File: src/rtl/pipe_pkg.sv
`timescale 1ns/1ps
package pipe_pkg;
  localparam int ILEN = 32;
  localparam int RIDX = 5;

  localparam logic [5:0] OP_ALU  = 6'h00;
  localparam logic [5:0] OP_BEQZ = 6'h04;
  localparam logic [5:0] OP_BNEZ = 6'h05;
  localparam logic [5:0] OP_ADDI = 6'h08;
  localparam logic [5:0] OP_LW   = 6'h23;
  localparam logic [5:0] OP_SW   = 6'h2B;

  localparam logic [10:0] FN_SUB = 11'h022;
  localparam logic [10:0] FN_AND = 11'h024;
  localparam logic [10:0] FN_OR  = 11'h025;
  localparam logic [10:0] FN_XOR = 11'h026;
  localparam logic [10:0] FN_SLT = 11'h02A;

  // strobes from control into the datapath
  typedef struct packed {
    logic stallId;
    logic flushYoung;
  } pipeCtl_t;

  // status from the datapath back to control
  typedef struct packed {
    logic [RIDX-1:0] idRsA;
    logic [RIDX-1:0] idRsB;
    logic            idUseA;
    logic            idUseB;
    logic [RIDX-1:0] exDest;
    logic [RIDX-1:0] memDest;
    logic            memTaken;
  } pipeSts_t;

  function automatic logic readsA(input logic [5:0] op);
    return (op == OP_ALU) || (op == OP_ADDI) || (op == OP_LW) ||
           (op == OP_SW) || (op == OP_BEQZ) || (op == OP_BNEZ);
  endfunction

  function automatic logic readsB(input logic [5:0] op);
    return (op == OP_ALU) || (op == OP_SW);
  endfunction

  function automatic logic [RIDX-1:0] destOf(input logic [ILEN-1:0] ir);
    case (ir[31:26])
      OP_ALU:         return ir[15:11];
      OP_ADDI, OP_LW: return ir[20:16];
      default:        return '0;
    endcase
  endfunction
endpackage

File: src/rtl/pipe_ctrl.sv
`timescale 1ns/1ps
module pipe_ctrl
  import pipe_pkg::*;
(
  input  logic     clk,
  input  logic     rstN,
  input  pipeSts_t sts,
  output pipeCtl_t ctl
);
  logic hazA, hazB;

  always_comb begin
    hazA = sts.idUseA && (sts.idRsA != '0) &&
           ((sts.idRsA == sts.exDest) || (sts.idRsA == sts.memDest));
    hazB = sts.idUseB && (sts.idRsB != '0) &&
           ((sts.idRsB == sts.exDest) || (sts.idRsB == sts.memDest));
    ctl.stallId    = hazA || hazB;
    ctl.flushYoung = sts.memTaken;
  end


  bubble_ins_chk: assert property (@(posedge clk) disable iff (!rstN)
    (ctl.stallId && !ctl.flushYoung) |=> (sts.exDest == '0));


  id_hold_chk: assert property (@(posedge clk) disable iff (!rstN)
    (ctl.stallId && !ctl.flushYoung) |=> ($stable(sts.idRsA) && $stable(sts.idRsB)));
endmodule

File: src/rtl/pipe_datapath.sv
`timescale 1ns/1ps
module pipe_datapath
  import pipe_pkg::*;
#(
  parameter int XLEN = 32,
  parameter int NREG = 32
) (
  input  logic            clk,
  input  logic            rstN,
  input  pipeCtl_t        ctl,
  output pipeSts_t        sts,
  output logic [XLEN-1:0] imemAddr,
  input  logic [ILEN-1:0] imemData,
  output logic [XLEN-1:0] dmemAddr,
  output logic [XLEN-1:0] dmemWrData,
  output logic            dmemWe,
  input  logic [XLEN-1:0] dmemRdData
);
  localparam int IMMW = 16;

  logic [XLEN-1:0] pc;
  // fetch/decode buffer
  logic [ILEN-1:0] fdIr;
  logic [XLEN-1:0] fdNpc;
  // decode/execute buffer
  logic [XLEN-1:0] deA, deB, deImm, deNpc;
  logic [RIDX-1:0] deDest;
  logic [5:0]      deOp;
  logic [10:0]     deFn;
  // execute/memory buffer
  logic [XLEN-1:0] amAlu, amB;
  logic            amCond;
  logic [RIDX-1:0] amDest;
  logic [5:0]      amOp;
  // memory/write-back buffer
  logic [XLEN-1:0] mwLmd, mwAlu;
  logic [RIDX-1:0] mwDest;
  logic [5:0]      mwOp;

  logic [XLEN-1:0] rf [NREG];

  logic [5:0]      idOp;
  logic [RIDX-1:0] idRsA, idRsB;
  logic [XLEN-1:0] idA, idB, idImm, wbData, exAlu;
  logic            wbWe, exCond;

  // decode: register read with same-cycle write-back visible
  always_comb begin
    idOp   = fdIr[31:26];
    idRsA  = fdIr[25:21];
    idRsB  = fdIr[20:16];
    idImm  = {{(XLEN-IMMW){fdIr[IMMW-1]}}, fdIr[IMMW-1:0]};
    wbWe   = (mwDest != '0);
    wbData = (mwOp == OP_LW) ? mwLmd : mwAlu;
    if (idRsA == '0)                     idA = '0;
    else if (wbWe && (mwDest == idRsA))  idA = wbData;
    else                                 idA = rf[idRsA];
    if (idRsB == '0)                     idB = '0;
    else if (wbWe && (mwDest == idRsB))  idB = wbData;
    else                                 idB = rf[idRsB];
  end

  // execute
  always_comb begin
    exCond = 1'b0;
    exAlu  = deA + deImm;
    case (deOp)
      OP_ALU: begin
        case (deFn)
          FN_SUB:  exAlu = deA - deB;
          FN_AND:  exAlu = deA & deB;
          FN_OR:   exAlu = deA | deB;
          FN_XOR:  exAlu = deA ^ deB;
          FN_SLT:  exAlu = {{(XLEN-1){1'b0}}, ($signed(deA) < $signed(deB))};
          default: exAlu = deA + deB;
        endcase
      end
      OP_BEQZ: begin exAlu = deNpc + deImm; exCond = (deA == '0); end
      OP_BNEZ: begin exAlu = deNpc + deImm; exCond = (deA != '0); end
      default: exAlu = deA + deImm;
    endcase
  end

  always_comb begin
    imemAddr     = pc;
    dmemAddr     = amAlu;
    dmemWrData   = amB;
    dmemWe       = (amOp == OP_SW);
    sts.idRsA    = idRsA;
    sts.idRsB    = idRsB;
    sts.idUseA   = readsA(idOp);
    sts.idUseB   = readsB(idOp);
    sts.exDest   = deDest;
    sts.memDest  = amDest;
    sts.memTaken = amCond;
  end

  always_ff @(posedge clk or negedge rstN) begin
    if (!rstN) begin
      pc <= '0; fdIr <= '0; fdNpc <= '0;
      deA <= '0; deB <= '0; deImm <= '0; deNpc <= '0; deDest <= '0; deOp <= '0; deFn <= '0;
      amAlu <= '0; amB <= '0; amCond <= 1'b0; amDest <= '0; amOp <= '0;
      mwLmd <= '0; mwAlu <= '0; mwDest <= '0; mwOp <= '0;
    end else begin
      if (ctl.flushYoung)     pc <= amAlu;
      else if (!ctl.stallId)  pc <= pc + XLEN'(4);

      if (ctl.flushYoung) begin
        fdIr <= '0; fdNpc <= '0;
      end else if (!ctl.stallId) begin
        fdIr <= imemData; fdNpc <= pc + XLEN'(4);
      end

      if (ctl.flushYoung || ctl.stallId) begin
        deA <= '0; deB <= '0; deImm <= '0; deNpc <= '0; deDest <= '0; deOp <= OP_ALU; deFn <= '0;
      end else begin
        deA <= idA; deB <= idB; deImm <= idImm; deNpc <= fdNpc;
        deDest <= destOf(fdIr); deOp <= idOp; deFn <= fdIr[10:0];
      end

      if (ctl.flushYoung) begin
        amAlu <= '0; amB <= '0; amCond <= 1'b0; amDest <= '0; amOp <= OP_ALU;
      end else begin
        amAlu <= exAlu; amB <= deB; amCond <= exCond; amDest <= deDest; amOp <= deOp;
      end

      mwLmd <= dmemRdData; mwAlu <= amAlu; mwDest <= amDest; mwOp <= amOp;
    end
  end

  // register file, written in write-back
  always_ff @(posedge clk or negedge rstN) begin
    if (!rstN) begin
      for (int i = 0; i < NREG; i++) rf[i] <= '0;
    end else if (wbWe) begin
      rf[mwDest] <= wbData;
    end
  end


  pc_step_chk: assert property (@(posedge clk) disable iff (!rstN)
    (!ctl.stallId && !ctl.flushYoung) |=> (pc == $past(pc) + XLEN'(4)));


  redirect_chk: assert property (@(posedge clk) disable iff (!rstN)
    amCond |=> (imemAddr == $past(amAlu)));


  squash_chk: assert property (@(posedge clk) disable iff (!rstN)
    amCond |=> !dmemWe ##1 !dmemWe ##1 !dmemWe);


  stall_pc_chk: assert property (@(posedge clk) disable iff (!rstN)
    (ctl.stallId && !ctl.flushYoung) |=> $stable(pc));
endmodule

File: src/rtl/pipe_core.sv
`timescale 1ns/1ps
module pipe_core
  import pipe_pkg::*;
#(
  parameter int XLEN = 32
) (
  input  logic            clk,
  input  logic            rstN,
  output logic [XLEN-1:0] imemAddr,
  input  logic [ILEN-1:0] imemData,
  output logic [XLEN-1:0] dmemAddr,
  output logic [XLEN-1:0] dmemWrData,
  output logic            dmemWe,
  input  logic [XLEN-1:0] dmemRdData
);
  pipeCtl_t ctl;
  pipeSts_t sts;

  pipe_ctrl uCtrl (
    .clk  (clk),
    .rstN (rstN),
    .sts  (sts),
    .ctl  (ctl)
  );

  pipe_datapath #(.XLEN(XLEN), .NREG(32)) uDp (
    .clk        (clk),
    .rstN       (rstN),
    .ctl        (ctl),
    .sts        (sts),
    .imemAddr   (imemAddr),
    .imemData   (imemData),
    .dmemAddr   (dmemAddr),
    .dmemWrData (dmemWrData),
    .dmemWe     (dmemWe),
    .dmemRdData (dmemRdData)
  );
endmodule

File: config.mk
export PLATFORM = sky130hd
export DESIGN_NAME = pipe_core
export DESIGN_NICKNAME = d
export VERILOG_FILES = /design/src/rtl/pipe_pkg.sv /design/src/rtl/pipe_ctrl.sv /design/src/rtl/pipe_datapath.sv /design/src/rtl/pipe_core.sv
export SDC_FILE = /design/constraint.sdc
export NUM_CORES = 2
export LEC_CHECK = 0
export BUFFER_PORTS_ARGS = -buffer_cell sky130_fd_sc_hd__buf_2
export CAP_MARGIN = 20
export CORE_UTILIZATION = 58
export CTS_BUF_LIST = sky130_fd_sc_hd__clkbuf_16
export CTS_CLUSTER_DIAMETER = 200
export DETAILED_ROUTE_END_ITERATION = 10
export PLACE_DENSITY = 0.75
export SLEW_MARGIN = 25
export SYNTH_ARGS = -nofsm -noshare
export SYNTH_HDL_FRONTEND = slang
export SYNTH_SLANG_ARGS = --single-unit
File: constraint.sdc
create_clock -name clk -period 4.2 [get_ports clk]
set_input_delay 1.26 -clock clk [delete_from_list [all_inputs] [get_ports clk]]
set_output_delay 1.26 -clock clk [all_outputs]
set_load 0.05 [all_outputs]
**Word level (Yosys, flattened, before mapping)**

Index checks and enable logic that the tools add are counted.

- Flip-flop bits (word level): 1421
- Bits in latches: 0
- Memory bits (writable): 0
- Bits in read-only memories: 0
- Bits of input ports: 66
- Output and inout port bits: 97
- Word-level logic and storage cells: 151
- Memories: 0

- Add/sub/neg operators: 5
- Multipliers: 0
- Divide/modulo/power cells: 0
- Order comparisons: 5
- Equal/unequal tests: 21
- Shift-type cells: 0
- Multiplexer cells: 35
- Bitwise logic cells: 6
- Reductions and logical operators: 28

Operators with widths:

| operator | count |
|---|---|
| 1024-bit bitwise mux | 1 |
| 32-bit 2-to-1 mux | 21 |
| 32-bit binary-select mux with 5-bit select | 2 |
| 32-bit demux with 5-bit select | 1 |
| 32-bit one-hot mux with 5 select lines | 1 |
| 32-bit adder | 3 |
| 32-bit one-hot mux with 2 select lines | 1 |
| 11-bit by 6-bit equality test with 1-bit output (second input constant) | 5 |
| 32-bit by 3-bit adder with 32-bit output (second input constant) | 1 |
| 32-bit bitwise AND | 1 |
| 32-bit zero test | 1 |
| 32-bit < comparator | 1 |
| 32-bit OR | 1 |
| 32-bit nonzero test | 1 |
| 32-bit subtractor | 1 |
| 32-bit bitwise XOR | 1 |
| 5-bit equality test | 6 |
| 6-bit by 3-bit equality test with 1-bit output (second input constant) | 4 |
| 6-bit equality test (second input constant) | 4 |
| 6-bit >= comparator (second input constant) | 3 |
| 5-bit NOT with 6-bit output | 3 |
| 5-bit nonzero test | 3 |
| 6-bit zero test | 2 |
| 6-bit 2-to-1 mux | 2 |
| 12 further kinds | 30 |

**Logic depth before layout (Yosys ltp)**

- Word-level depth: 11
- Gate-level depth with buffers: 15
- Mapped depth without buffers: 14

**Hierarchy**

A second synthesis with hierarchy kept.

- Cell total of the unflattened synthesis: 6448
- Area, all modules: 72679.7 um2

By module, submodules not included:

| module | instances | cells an instance | area each (um2) | seq. area each (um2) |
|---|---|---|---|---|
| pipe_datapath | 1 | 6412 | 72415.7 | 34883.5 |
| pipe_ctrl | 1 | 36 | 264.0 | 0.0 |

**Least setup slack after synthesis**

Ideal clock, no wire load.

- Path type: reg-to-reg
- Start point: register uDp.deOp[4]
- End point: register uDp.amAlu[22] (netlist: uDp.dmemAddr[22])
- Library setup time: 0.104 ns
- Arrival time: 3.634 ns
- Data required time: 4.096 ns
- Path slack: 0.463 ns
- Cell stages (with the launch flop): 16
- Path buffers: 1
- Period minus slack after synthesis: 3.737 ns
- Cells stage by stage: dfrtp_1 nor4_1 nand2_1 clkbuf_1 mux2_2 ha_1 fa_1 a211oi_1 nor2_1 o31ai_1 a31oi_1 o21ai_0 a21oi_1 a211oi_1 xor2_1 a221oi_1

- Word-level cells in the longest chain between the ends: 4
- Elaborated cells on any way between the ends: 6
- Classes of those cells: eq/ne (2); mux (2); reduce/logical (2)

RTL lines:

| what | RTL line | text |
|---|---|---|
| start, declared | pipe_datapath.sv:28 | `logic [5:0] deOp;` |
| start signal, assigned | pipe_datapath.sv:118 | `deDest <= destOf(fdIr); deOp <= idOp; deFn <= fdIr[10:0];` |
| 6-bit by 3-bit equality test with 1-bit output | pipe_datapath.sv:67 | `case (deOp)` |
| 2-bit OR reduction (no line) | -- |  |
| 32-bit one-hot mux with 2 select lines (*) | pipe_datapath.sv:67 |  |
| 32-bit 2-to-1 mux (*) | pipe_datapath.sv:121 | `if (ctl.flushYoung) begin` |
| end signal, assigned | pipe_datapath.sv:102 | `amAlu <= '0; amB <= '0; amCond <= 1'b0; amDest <= '0; amOp <= '0;` |
| end signal, assigned | pipe_datapath.sv:122 | `amAlu <= '0; amB <= '0; amCond <= 1'b0; amDest <= '0; amOp <= OP_ALU;` |
| end signal, assigned | pipe_datapath.sv:124 | `amAlu <= exAlu; amB <= deB; amCond <= exCond; amDest <= deDest; amOp <= deOp;` |
| end, declared | pipe_datapath.sv:31 | `logic [XLEN-1:0] amAlu, amB;` |

Mark *: on every way between the ends. The rest lies on a longest branch, timed or not.
A chain may end at the register's enable or synchronous reset.

**Worst setup path after layout**

- Start point: register uDp.deOp[4]
- End point: register uDp.amAlu[30] (netlist: uDp.dmemAddr[30])

The elaborated chain is that of the path after synthesis.

==> results by group <==
Synth
  • Syn Inst Count: 7122
  • Syn Nets: 7320
  • Mapped cell area: 0.0736 sq mm
  • Post-synthesis compound-gate area fraction: 15.4%
  • Yosys warns: 0
  • Largest family of logic cells by synthesized area: multiplexers
  • Syn Area/Cell: 10.3 sq um
  • Multiplexer share of the synthesized area: 18.7%
  • #FFs+latches synth: 1394
  • Synthesized-area fraction occupied by and/or/nand/nor cells: 10.6%
  • Ys flop type: dfrtp_1
  • Xor/xnor cell area share of the yosys netlist: 1.45%
  • Adder-cell share of the synthesized area: 2.27%
  • Post-synth cell types: 79
  • Register area share after synthesis: 47.4%
  • Ys async rst share: 100%
  • Number of enable flip-flop cells after synthesis: 0

Clocking
  • CTS Sinks: 1394
  • H-Tree Depth: 4
  • CTS root buf: clkbuf_16
  • Clk Latency, worst-skew pair: 0.81 ns
  • Clk pin slew, worst setup/hold paths: 0.06 ns
  • Max Root-Sink Buffers: 3
  • Cts bufs inserted: 150
  • CTS tree: built

Place
  • Port bufs: 162
  • Routability congestion estimate: 0.997
  • Post-DP HPWL: 164000 um
  • DP Cell Count: 8528
  • Worst slack at placement: 0.199 ns

Timing
  • Final period utilization: 95.1%
  • Rel. slew slack: 23.6%
  • Slack of the critical path: 0.207 ns
  • Skew final: 0.0268 ns
  • Slew Limit Fails: 0
  • Fmax: 0.250 GHz
  • Crit path time final: 3.99 ns
  • Setup violations, final: 0
  • Fin Setup TNS: 0 ns
  • Final hold violations: 0
  • Worst slew pin tran: 1.15 ns
  • Worst hold slack: 0.355 ns

Setup path
  • WS Path Type: reg2reg
  • Worst Path Required: 4.87 ns
  • Crit-path max FO: 11
  • R2R Setup Slk: 0.21 ns
  • Critical-path top delay cell: fa_1
  • Reg-to-Reg End: uDp.dmemAddr[30]
  • Crit path buf inv count: 3
  • Reg2reg path depth: 16
  • CP startpoint kind: flip-flop
  • CP max stage delay: 0.43 ns
  • CP top delay family: compound AO/OA/AOI/OAI gates
  • Worst path most repeated cell: buf_4
  • Endpoint type of the worst setup path: flip-flop
  • Critical path origin: uDp.deOp[4]
  • Worst Path Arrival: 4.66 ns
  • R2r startpoint: uDp.deOp[4]
  • Critical path depth: 16
  • Critical path, cell by cell: nor4_2 > nand2_1 > buf_4 > mux2_2 > fa_1 > a211oi_1 > nor2_1 > o31ai_1 > buf_4 > a31oi_1 > o211ai_1 > buf_4 > a31oi_2 > a31oi_1 > xor2_1 > o311ai_0

Floorplan
  • Initial Util: 58.6%
  • Die Y: 358 um
  • Rows: 130
  • Core Area: 0.126 sq mm
  • Die area: 0.128 sq mm
  • Die width: 358 um
  • IO Pins: 163

Final layout
  • Filler-free cell count of the finished design: 8820
  • Fraction of layout instances using a drive strength above 1: 18.0%
  • Most flop-heavy register: uDp.rf
  • Final #Nets: 7238
  • Post-Route Utilization: 65.2%
  • Largest register FFs: 1024
  • Area delta synth->final: 11.4%
  • Filler instances: 9565

Min path
  • Worst min-delay path class: in2async

Global routing
  • Vias in the first global route: 58810
  • GR Layer Usage met3: 10.4%
  • Grt ovf: 0
  • Initial antenna violation count: 15
  • GRT busiest layer: met2
  • GRT Resource Usage Total: 40.1%
  • GR met1 Demand/Resource: 52.3%
  • Global-route wire length before repair: 379000 um
  • Pin count of the biggest net entering global routing: 149
  • M2 GR Usage: 60.2%

Power
  • Worst VDD drop: 0.401 mV
  • Power Density: 473 mW/mm^2
  • LEAKAGE: 37.0 nW

Detailed routing
  • ANT nets after route: 0
  • Via Count: 60005
  • DRT iter0 DRCs: 7568
  • Drt pass-1 iters: 8
  • WL/cell: 29.0 um
  • Vias per cell: 6.80
  • Final WL: 256000 um
  • Drt drc: 0

Outcome
  • Status: finished clean

Flow run
  • Max-cap viol count: 0
## layout by cell type (no fill, tap or decap), drive strengths merged, types with 11 or more instances in the layout
cell,netlist,layout
clkbuf,514,152
mux2i,326,326
o221ai,20,20
dfrtp,1394,1394
or2,14,14
o21ai,582,582
nand3,31,31
o22ai,23,23
o21bai,12,12
mux4,395,395
o31ai,14,14
ha,129,129
clkinv,0,60
nand2,511,511
a221oi,111,111
and2,61,61
a21oi,908,908
a211oi,59,59
nand4,17,17
inv,97,144
and3,17,17
nor2,1067,1067
a22oi,63,63
a31oi,20,20
nand2b,21,21
buf,144,424
o211ai,66,66
xor2,64,64
or3,11,11
a21o,23,23
nor3,45,45
xnor2,58,58
nor4,16,16
nor2b,31,31
mux2,146,146
## worst max path at each step
stage / to
2_1_floorplan: uDp.dmemAddr[22]
3_3_place_gp: uDp.dmemAddr[30]
3_5_place_dp: uDp.dmemAddr[30]
4_1_cts: uDp.dmemAddr[30]
5_1_grt: uDp.dmemAddr[30]
6_report: uDp.dmemAddr[30]
## per-layer routing
metal  wire (um)  vias to the layer above  share of wire [%]
met5          57                        -              0.022
met4       17200                       10                6.7
met3       28600                      943                 11
met2      115000                     3768                 45
met1       94600                    29893                 37
li1            -                    25391                  -
## synthesized netlist by cell type, types with 31 or more instances
master       n  area [sq um]
and2_1      61           382
clkbuf_1   514          1930
buf_4       33           248
nor2b_1     31           194
nor2_1    1065          4000
nor3_1      43           215
xnor2_1     58           508
mux4_2     395          8900
a221oi_1   109           955
mux2_2     146          1640
o211ai_1    65           488
a211oi_1    58           435
dfrtp_1   1394         34900
xor2_1      64           561
a21oi_1    908          4540
buf_2       80           400
a22oi_1     63           473
nand2_1    510          1910
o21ai_0    576          2880
mux2i_1    326          3260
ha_1       129          1610
inv_1       97           364
## power by group
part	internal, W	leakage [nW]	total [W]	switching, W
registers	0.0150	18.7	0.0166	0.00168
logic	0.00320	15.8	0.00927	0.00608
clock network	0.00723	2.46	0.0129	0.00570
total	0.0254	37.0	0.0388	0.0135
## stage by stage
step | cell area (sq um) | power [W]
5_1_grt | 82000 | 0.0401
6_report | 82000 | 0.0388
3_3_place_gp | 77000 | 0.0255
4_1_cts | 81800 | 0.0386
3_5_place_dp | 77100 | 0.0257
2_1_floorplan | 73600 | 0.0220
## layout make-up
cell class	count	area [sq um]	area share (%)
multi-input cells	4973	36300	44.3
flip-flops and latches	1394	34900	42.6
clock buffers	152	3800	4.64
repair buffers	424	3560	4.34
well taps	1650	2060	2.52
clock inverters	121	948	1.16
inverters	97	364	0.444
diodes	9	22.5	0.0275
## timing repair
action	4_1_cts	5_1_grt
setup buffers	0	1
hold buffers	0	0
endpoints found under the hold margin	0	0
endpoints found under the setup margin	0	3
resized for setup	0	3
## cells by family (layout without fill, tap and decap cells)
group,Yosys count,after routing
AND/OR/NAND/NOR,1874,1874
adder cells (fa/ha/maj),132,132
buffers and inverters,755,794
AO/OA/AOI/OAI,1978,1978
XOR/XNOR,122,122
other,0,9
multiplexers,867,867
flip-flops,1394,1394
Note: power is estimated with default switching activity, not from simulation.
